`src/rtl/dma_chan_pkg.sv`:
```
package dma_chan_pkg;

    typedef enum logic [1:0] {
        SEL_ADDR = 2'd0,
        SEL_CNT  = 2'd1,
        SEL_PAGE = 2'd2,
        SEL_MODE = 2'd3
    } reg_sel_e;

    typedef enum logic {
        ST_IDLE  = 1'b0,
        ST_ARMED = 1'b1
    } chan_state_e;

    typedef struct packed {
        logic autoinit;
        logic dir_down;
    } chan_mode_t;

endpackage

```
`src/rtl/dma_byte_ptr.sv`:
```
module dma_byte_ptr (
    input  logic clk,
    input  logic rst_n,
    input  logic clr,
    input  logic adv,
    output logic hi
);
    always_ff @(posedge clk) begin
        if (!rst_n) begin
            hi <= 1'b0;
        end else if (clr) begin
            hi <= 1'b0;
        end else if (adv) begin
            hi <= ~hi;
        end
    end
endmodule

```
`src/rtl/dma_chan_regs.sv`:
```
module dma_chan_regs #(
    parameter int DATA_W = 8,
    parameter int PAGE_W = 8
) (
    input  logic                clk,
    input  logic                rst_n,
    input  logic [DATA_W-1:0]   wr_data,
    input  logic                ld_addr_lo,
    input  logic                ld_addr_hi,
    input  logic                ld_cnt_lo,
    input  logic                ld_cnt_hi,
    input  logic                ld_page,
    input  logic                step,
    input  logic                dir_down,
    input  logic                reload,
    output logic [2*DATA_W-1:0] cur_addr,
    output logic [2*DATA_W-1:0] cur_cnt,
    output logic [PAGE_W-1:0]   cur_page,
    output logic                cnt_zero
);
    localparam int WORD_W = 2 * DATA_W;

    logic [WORD_W-1:0] base_addr;
    logic [WORD_W-1:0] base_cnt;
    logic [PAGE_W-1:0] base_page;
    logic [WORD_W-1:0] addr_next_step;

    assign cnt_zero       = (cur_cnt == '0);
    assign addr_next_step = dir_down ? (cur_addr - WORD_W'(1)) : (cur_addr + WORD_W'(1));

    // address pair: a write takes precedence over stepping
    always_ff @(posedge clk) begin
        if (!rst_n) begin
            base_addr <= '0;
            cur_addr  <= '0;
        end else if (ld_addr_lo) begin
            base_addr[DATA_W-1:0] <= wr_data;
            cur_addr[DATA_W-1:0]  <= wr_data;
        end else if (ld_addr_hi) begin
            base_addr[WORD_W-1:DATA_W] <= wr_data;
            cur_addr[WORD_W-1:DATA_W]  <= wr_data;
        end else if (reload) begin
            cur_addr <= base_addr;
        end else if (step) begin
            cur_addr <= addr_next_step;
        end
    end

    // count pair
    always_ff @(posedge clk) begin
        if (!rst_n) begin
            base_cnt <= '0;
            cur_cnt  <= '0;
        end else if (ld_cnt_lo) begin
            base_cnt[DATA_W-1:0] <= wr_data;
            cur_cnt[DATA_W-1:0]  <= wr_data;
        end else if (ld_cnt_hi) begin
            base_cnt[WORD_W-1:DATA_W] <= wr_data;
            cur_cnt[WORD_W-1:DATA_W]  <= wr_data;
        end else if (reload) begin
            cur_cnt <= base_cnt;
        end else if (step) begin
            cur_cnt <= cur_cnt - WORD_W'(1);
        end
    end

    // page pair: never stepped
    always_ff @(posedge clk) begin
        if (!rst_n) begin
            base_page <= '0;
            cur_page  <= '0;
        end else if (ld_page) begin
            base_page <= wr_data[PAGE_W-1:0];
            cur_page  <= wr_data[PAGE_W-1:0];
        end else if (reload) begin
            cur_page <= base_page;
        end
    end
endmodule

```
`src/rtl/dma_addr_map.sv`:
```
module dma_addr_map #(
    parameter int ADDR_W = 16,
    parameter int PAGE_W = 8
) (
    input  logic                     wide,
    input  logic [PAGE_W-1:0]        page,
    input  logic [ADDR_W-1:0]        addr,
    output logic [ADDR_W+PAGE_W-1:0] out_addr
);
    localparam int OUT_W = ADDR_W + PAGE_W;

    logic [OUT_W-1:0] byte_map;
    logic [OUT_W-1:0] word_map;

    assign byte_map = {page, addr};
    assign word_map = {page[PAGE_W-1:1], addr, 1'b0};

    always_comb begin
        out_addr = wide ? word_map : byte_map;
    end
endmodule

```
`src/rtl/dma_chan_addr_gen.sv`:
```
module dma_chan_addr_gen
    import dma_chan_pkg::*;
#(
    parameter int DATA_W = 8
) (
    input  logic                         clk,
    input  logic                         rst_n,
    input  logic                         cfg_wide,
    input  logic                         wr_en,
    input  logic [1:0]                   wr_sel,
    input  logic [DATA_W-1:0]            wr_data,
    input  logic                         ptr_clr,
    input  logic                         xfer_stb,
    output logic [3*DATA_W-1:0]          mem_addr,
    output logic                         xfer_ack,
    output logic                         tc,
    output logic                         armed
);
    localparam int PAGE_W = DATA_W;
    localparam int ADDR_W = 2 * DATA_W;
    localparam int CNT_W  = 2 * DATA_W;
    localparam int OUT_W  = ADDR_W + PAGE_W;

    chan_state_e       state_q, state_d;
    chan_mode_t        mode_q;
    reg_sel_e          sel;
    logic              ptr_hi;
    logic              wr_pair;
    logic              rearm;
    logic              accept;
    logic              reload;
    logic              mode_auto;
    logic              cnt_zero;
    logic [ADDR_W-1:0] cur_addr;
    logic [CNT_W-1:0]  cur_cnt;
    logic [PAGE_W-1:0] cur_page;
    logic [OUT_W-1:0]  map_addr;

    assign sel       = reg_sel_e'(wr_sel);
    assign wr_pair   = wr_en && (sel == SEL_ADDR || sel == SEL_CNT);
    assign rearm     = wr_en && (sel != SEL_MODE);
    assign accept    = xfer_stb && !wr_en && (state_q == ST_ARMED);
    assign mode_auto = mode_q.autoinit;
    assign reload    = accept && cnt_zero && mode_auto;
    assign armed     = (state_q == ST_ARMED);

    dma_byte_ptr u_ptr (
        .clk   (clk),
        .rst_n (rst_n),
        .clr   (ptr_clr),
        .adv   (wr_pair),
        .hi    (ptr_hi)
    );

    dma_chan_regs #(
        .DATA_W (DATA_W),
        .PAGE_W (PAGE_W)
    ) u_regs (
        .clk        (clk),
        .rst_n      (rst_n),
        .wr_data    (wr_data),
        .ld_addr_lo (wr_en && sel == SEL_ADDR && !ptr_hi),
        .ld_addr_hi (wr_en && sel == SEL_ADDR &&  ptr_hi),
        .ld_cnt_lo  (wr_en && sel == SEL_CNT  && !ptr_hi),
        .ld_cnt_hi  (wr_en && sel == SEL_CNT  &&  ptr_hi),
        .ld_page    (wr_en && sel == SEL_PAGE),
        .step       (accept),
        .dir_down   (mode_q.dir_down),
        .reload     (reload),
        .cur_addr   (cur_addr),
        .cur_cnt    (cur_cnt),
        .cur_page   (cur_page),
        .cnt_zero   (cnt_zero)
    );

    dma_addr_map #(
        .ADDR_W (ADDR_W),
        .PAGE_W (PAGE_W)
    ) u_map (
        .wide     (cfg_wide),
        .page     (cur_page),
        .addr     (cur_addr),
        .out_addr (map_addr)
    );

    // mode register
    always_ff @(posedge clk) begin
        if (!rst_n) begin
            mode_q <= '0;
        end else if (wr_en && sel == SEL_MODE) begin
            mode_q <= chan_mode_t'(wr_data[1:0]);
        end
    end

    // state register
    always_ff @(posedge clk) begin
        if (!rst_n) begin
            state_q <= ST_IDLE;
        end else begin
            state_q <= state_d;
        end
    end

    // next state: ARM, EXHAUST, RELOAD, STEP
    always_comb begin
        state_d = state_q;
        unique case (state_q)
            ST_IDLE: begin
                if (rearm) begin
                    state_d = ST_ARMED;
                end
            end
            ST_ARMED: begin
                if (accept && cnt_zero && !mode_auto) begin
                    state_d = ST_IDLE;
                end
            end
            default: state_d = ST_IDLE;
        endcase
    end

    // registered outputs
    always_ff @(posedge clk) begin
        if (!rst_n) begin
            mem_addr <= '0;
            xfer_ack <= 1'b0;
            tc       <= 1'b0;
        end else begin
            xfer_ack <= accept;
            tc       <= accept && cnt_zero;
            if (accept) begin
                mem_addr <= map_addr;
            end
        end
    end
endmodule

```
`config.mk`:
```
export PLATFORM = sky130hd
export DESIGN_NAME = dma_chan_addr_gen
export DESIGN_NICKNAME = d
export VERILOG_FILES = /design/src/rtl/dma_chan_pkg.sv /design/src/rtl/dma_byte_ptr.sv /design/src/rtl/dma_chan_regs.sv /design/src/rtl/dma_addr_map.sv /design/src/rtl/dma_chan_addr_gen.sv
export SDC_FILE = /design/constraint.sdc
export NUM_CORES = 1
export LEC_CHECK = 0
export BUFFER_PORTS_ARGS = -buffer_cell sky130_fd_sc_hd__buf_2
export CORE_ASPECT_RATIO = 1.2
export CORE_MARGIN = 4
export CORE_UTILIZATION = 65
export DETAILED_ROUTE_END_ITERATION = 12
export PLACE_DENSITY = 0.93
export SYNTH_ARGS = -nofsm -noshare
export SYNTH_HDL_FRONTEND = slang
export SYNTH_SLANG_ARGS = --single-unit
```
`constraint.sdc`:
```
create_clock -name clk -period 3.2 [get_ports clk]
set_input_delay 0.16 -clock clk [delete_from_list [all_inputs] [get_ports clk]]
set_output_delay 0.16 -clock clk [all_outputs]
set_load 0.05 [all_outputs]
```
# Word-level counts from Yosys, hierarchy flattened
# Cells that the tools add are included.
[totals]
output_inout_bits = 27
register_bits = 110
inputBits = 16
wordCells = 81
[classes]
n_mux = 17
n_bitwise = 5
reduce_logical = 33
n_eq_ne = 6
add_sub_neg = 3
[op_table]
columns = ["cell", "n"]
rows = [
  ["two-way mux 16 bit", 5],
  ["two-way mux 8 bit", 8],
  ["subtractor 16 x 1 -> 16 bit (second input constant)", 2],
  ["two-way mux 17 bit", 1],
  ["adder 16 x 1 -> 16 bit (second input constant)", 1],
  ["logical NOT 16 bit", 1],
  ["logical AND 1 bit", 15],
  ["AND reduction 2 bit", 6],
  ["nonzero test 3 bit", 4],
  ["NOT 1 bit", 5],
  ["== test 2 bit (second input constant)", 2],
  ["inequality test 2 x 1 -> 1 bit (second input constant)", 2],
  ["logical NOT 1 bit", 3],
  ["== test 2 x 1 -> 1 bit (second input constant)", 1],
  ["logical NOT 2 bit", 1],
  ["two-way mux 1 bit", 2],
  ["inequality test 2 bit (second input constant)", 1],
  ["case mux 1 bit (2 select lines)", 1],
  ["nonzero test 2 bit", 1],
  ["OR reduction 2 bit", 1],
  ["logical OR 1 bit", 1],
]

# Logic depth before layout (Yosys ltp)
[logic_depth]
ltp_word = 8
mapped_depth = 9
ltp_nobuf = 8

# Modules after synthesis
# From an unflattened synthesis, not the netlist that was laid out.
[unflattened]
cells_unflattened = 743
area_unflattened_um2 = 6219.7
[modules_own_cells]
columns = ["module", "seq_area_each_um2", "cells_each", "area_each_um2", "instances"]
rows = [
  ["dma_chan_regs", 1601.5, 583, 4657.0, 1],
  ["dma_chan_addr_gen", 580.6, 131, 1214.9, 1],
  ["dma_addr_map", 0.0, 26, 306.5, 1],
  ["dma_byte_ptr", 20.0, 3, 41.3, 1],
]

# Worst setup path after synthesis
# No wires, ideal clock.
[synth_timing]
kind = "flip-flop to flip-flop"
startpoint = "register state_q, in the netlist armed"
endpoint = "register u_regs.cur_addr[1]"
setup_ns = 0.133
t_arrival_ns = 2.136
path_slack_ns = 0.932
required_ns = 3.067
n_path_buf = 2
period_less_slack_ns = 2.268
path_stages_with_launch = 9
path_cell_list = "dfxtp_1 and3b_1 buf_4 nand2b_4 or4_4 buf_6 mux2_1 nand2_1 a31oi_1"
[synth_via]
elab_chain_cells = 6
word_cells_on_any_way = 8
classes_between = "mux: 3; reduce/logical: 5"
[synth_rtl]
columns = ["item", "line_no", "source"]
rows = [
  ["start, declared", "dma_chan_addr_gen.sv:24", "chan_state_e state_q, state_d;"],
  ["start signal, assigned", "dma_chan_addr_gen.sv:100", "state_q <= state_d;"],
  ["logical AND 1 bit *", "dma_chan_addr_gen.sv:42", "assign accept = xfer_stb && !wr_en && (state_q == ST_ARMED);"],
  ["logical AND 1 bit (2 in a row)", "dma_chan_addr_gen.sv:44", "assign reload = accept && cnt_zero && mode_auto;"],
  ["two-way mux 16 bit", "dma_chan_regs.sv:42", "end else if (reload) begin"],
  ["two-way mux 8 bit", "dma_chan_regs.sv:39", "end else if (ld_addr_hi) begin"],
  ["two-way mux 8 bit", "dma_chan_regs.sv:36", "end else if (ld_addr_lo) begin"],
  ["end signal, assigned by index", "dma_chan_regs.sv:38", "cur_addr[DATA_W-1:0] <= wr_data;"],
  ["end signal, assigned by index", "dma_chan_regs.sv:41", "cur_addr[WORD_W-1:DATA_W] <= wr_data;"],
  ["end signal, assigned", "dma_chan_regs.sv:43", "cur_addr <= base_addr;"],
  ["end, declared", "dma_chan_regs.sv:16", "output logic [2*DATA_W-1:0] cur_addr,"],
]
# Mark *: on every way between the ends. The rest lies on a longest branch, timed or not. The select of a mux whose other input is x is not followed.
# A chain may end at the register's enable or synchronous reset.

# Worst setup path in the final report
[layout_timing]
startpoint = "register mode_q[0] (netlist name)"
endpoint = "register u_regs.cur_addr[12]"
[layout_via]
elab_chain_cells = 4
[layout_rtl]
columns = ["item", "line_no", "source"]
rows = [
  ["start, declared", "dma_chan_addr_gen.sv:25", "chan_mode_t mode_q;"],
  ["start signal, assigned", "dma_chan_addr_gen.sv:91", "mode_q <= chan_mode_t'(wr_data[1:0]);"],
  ["two-way mux 16 bit", "dma_chan_regs.sv:29", "assign addr_next_step = dir_down ? (cur_addr - WORD_W'(1)) : (cur_addr + WORD_W'(1));"],
  ["two-way mux 16 bit", "dma_chan_regs.sv:44", "end else if (step) begin"],
  ["two-way mux 16 bit", "dma_chan_regs.sv:42", ""],
  ["two-way mux 8 bit", "dma_chan_regs.sv:39", ""],
  ["end signal, assigned by index", "dma_chan_regs.sv:41", ""],
  ["end signal, assigned", "dma_chan_regs.sv:43", ""],
  ["end signal, assigned", "dma_chan_regs.sv:45", "cur_addr <= addr_next_step;"],
]
# Every way passes these cells. The select of a mux whose other input is x is not followed.

==> results.md <==
* DR vias/cell at approximately 6.4
* CP max FO at 17
* Fillers at roughly 630
* Wire per inst at between 15 and 20 um
* I/O pins at 43
* Count of final setup violators at 0
* Total GRT Usage at 0.293
* Minimum clock period at between 2 and 3 ns
* Tot Pwr at 2.76 mW
* Critical path buffers and inverters at 0
* Hold path startpoint: wr_data[7]
* Yosys top cell area share at 0.398
* Crit path kind: register to register
* Die Y at roughly 110 um
* Fin Hold WS at ~0.12 ns
* CORE AREA at 8200 sq um
* Post-synth ARST share at 0
* Run status: completed
* Final hold viol count at 0
* Setup bufs post-CTS at 0
* Drc violations at 0
* Via count at 5379
* Fraction of layout cells with a size suffix above 1 at 0.115
* Post-Synthesis Cells at just under 700
* Post-synth design cell area at around 5500 sq um
* Pwr/cell area at between 400 and 500 nW/um^2
* First-pass GRT wire length at ~24000 um
* Final cell count without fillers at between 800 and 900
* Grt met2 use at 0.518
* DP HPWL at between 9000 and 10000 um
* Critical Path, Cell by Cell: ha_1, a211o_1, a31oi_1, nor2_1, a311o_1, xnor2_1, o22ai_1
* Post-synth top area cell: dfxtp_1
* Seq cells post-synth at 110
* Ant. Diodes at 0
* Critical path depth at 7
* Leakage at roughly 2.3 nW
* CP Launch Type: register
* GRT met1 Usage at 0.345
* Max stage delay on crit path at approximately 0.8 ns
* Area contributors post-synth: dfxtp_1 40%, nand2_1 11%, a21oi_1 6.6%
* Max cap viols at 0
* Commonest cells in the netlist: 160 x nand2_1, 110 x dfxtp_1, 73 x a21oi_1
* Prevailing post-synth register cell: dfxtp_1
* Initial antenna violation count at 0
* DR iter-0 viols at around 530
* YS warnings at 0
* RSZ-0062 raised after global routing: false
* Slowest-stage cell, CP: dfxtp_1
* DR pass1 iterations at 5
* Seq/Total Area, Yosys at 0.398
* Max Freq at around 0.38 GHz
* Clk sink count at 110
* Placed Cells at 821
* Worst-margin pin slew at approximately 0.71 ns
* Storage element area at 2200 sq um
* # rows at 36
* Synthesis-to-layout area growth at 8.35%
* Met3 usage at 0.0497
* CTS tree: yes
* Initial Util at 0.675
* Total gr overflow at 0
* Maximum vdd drop at around 0.4 mV
* R2R Setup Slk at between 0.5 and 0.6 ns
* Worst-path clk slew at roughly 0.11 ns
* CP Data Required Time at 3.47 ns
* Net count after synthesis at 729
* Worst Skew at roughly 0.015 ns
* Max_slew headroom at 0.527
* Vias in the first global route at 5026
* Cell depth of the worst flop-to-flop path at 7
* Clock root cell: clkbuf_8
* Layout net count at between 700 and 800
* Die width at ~90 um
* Max Root-Sink Buffers at 2
* Die area at around 10000 sq um
* Slew Limit Fails at 0
* EDFF count, synth at 0
* GRT busiest layer: met2
* Htree depth at 3
* Cts bufs inserted at 9
* Hold buffers post-CTS at 1
* Routability cong. at roughly 0.93
* Yosys cell types at 58
* Buffers added on ports at between 40 and 50
* Worst R2R Start: mode_q[0]$_SDFFE_PN0P_
* Top-count cell post-synth: nand2_1
* Avg Inst Size Synth at 7.95 sq um
* Setup TNS at 0 ns
* Worst hold path class: primary input to register
* Latest clock arrival within the worst-skew pair at 0.39 ns
* Hold path cells at 3
* Post_cts resized at 0
* CP startpoint: mode_q[0]$_SDFFE_PN0P_
* Multi-input logic area at between 3000 and 4000 sq um
* Post-route ant nets at 0
* WL final at between 10000 and 15000 um
* Part of the cycle the worst path needs at 0.814
* Critical Path AT at roughly 2.9 ns
* Largest net degree at the start of global routing at 39
* Cell family with most CP delay: compound AO/OA/AOI/OAI gates
* Worst setup EP type: register
worst min-delay path: cells and delay by family:
family,cells,cell delay [ns]
compound gates,1,0.06
simple gates,1,0.08
buf+inv,1,0.16
state kept, by name (all words and copies together) (netlist names):
register,count
u_regs.cur_page,8
u_regs.base_cnt,16
u_regs.cur_cnt,16
mode_q,1
xfer_ack,1
tc,1
mem_addr,24
u_regs.base_addr,16
mode_auto,1
u_ptr.hi,1
u_regs.base_page,8
u_regs.cur_addr,16
armed,1
placed cells by master, fill, tap and decap left out, types with 11 or more instances in the layout:
master / count
nand2_1: 160
dfxtp_1: 110
a21oi_1: 73
nor2_1: 54
buf_2: 42
mux2i_1: 21
o21ai_0: 20
a31oi_1: 18
a211oi_1: 18
ha_1: 16
nor3_1: 14
nand3_1: 14
o211ai_1: 14
buf_4: 11
stage by stage:
| stage | worst slack [ns] | area, sq um | util |
|---|---|---|---|
| 2_1_floorplan | 0.932 | 5530 | - |
| 3_5_place_dp | 0.735 | 5780 | 0.705 |
| 5_1_grt | 0.423 | 5990 | 0.731 |
| 4_1_cts | 0.674 | 5990 | 0.731 |
| 6_report | 0.594 | 5990 | 0.731 |
| 3_3_place_gp | 0.873 | 5780 | 0.705 |
cell families (layout without fill, tap and decap cells):
| kind of cell | Yosys count | after routing | synth area share |
|---|---|---|---|
| AO/OA/AOI/OAI | 192 | 192 | 0.221 |
| flip-flops | 110 | 110 | 0.398 |
| XOR/XNOR | 14 | 14 | 0.0222 |
| adder cells (fa/ha/maj) | 17 | 17 | 0.0398 |
| buffers and inverters | 51 | 79 | 0.0418 |
| multiplexers | 22 | 22 | 0.0400 |
| AND/OR/NAND/NOR | 290 | 290 | 0.237 |
cell type report:
cell class,count,area share
well taps,114,0.0238
multi-input cells,535,0.519
flip-flops and latches,110,0.367
inverters,9,0.00564
clock buffers,10,0.0230
clock inverters,6,0.0111
repair buffers,54,0.0505
routing by layer:
layer / part of all wire / wire length [um]
met1: 0.39 / 5630
met2: 0.48 / 6860
met3: 0.087 / 1240
met4: 0.038 / 543
met5: 0 / 0
worst paths after layout:
check                                           to
hold reg to reg          mem_addr[17]$_SDFFE_PN0P_
hold / removal    u_regs.base_page[7]$_SDFFE_PN0P_
setup / recovery  u_regs.cur_addr[12]$_SDFFE_PN0P_
setup reg to reg  u_regs.cur_addr[12]$_SDFFE_PN0P_
power by group:
part | total (mW) | switching [mW] | internal, mW
combinational | 0.425 | 0.273 | 0.153
clock | 0.874 | 0.485 | 0.389
sequential | 1.46 | 0.0443 | 1.41
total | 2.76 | 0.802 | 1.96
No activity file was read; power rests on OpenSTA's default activity.
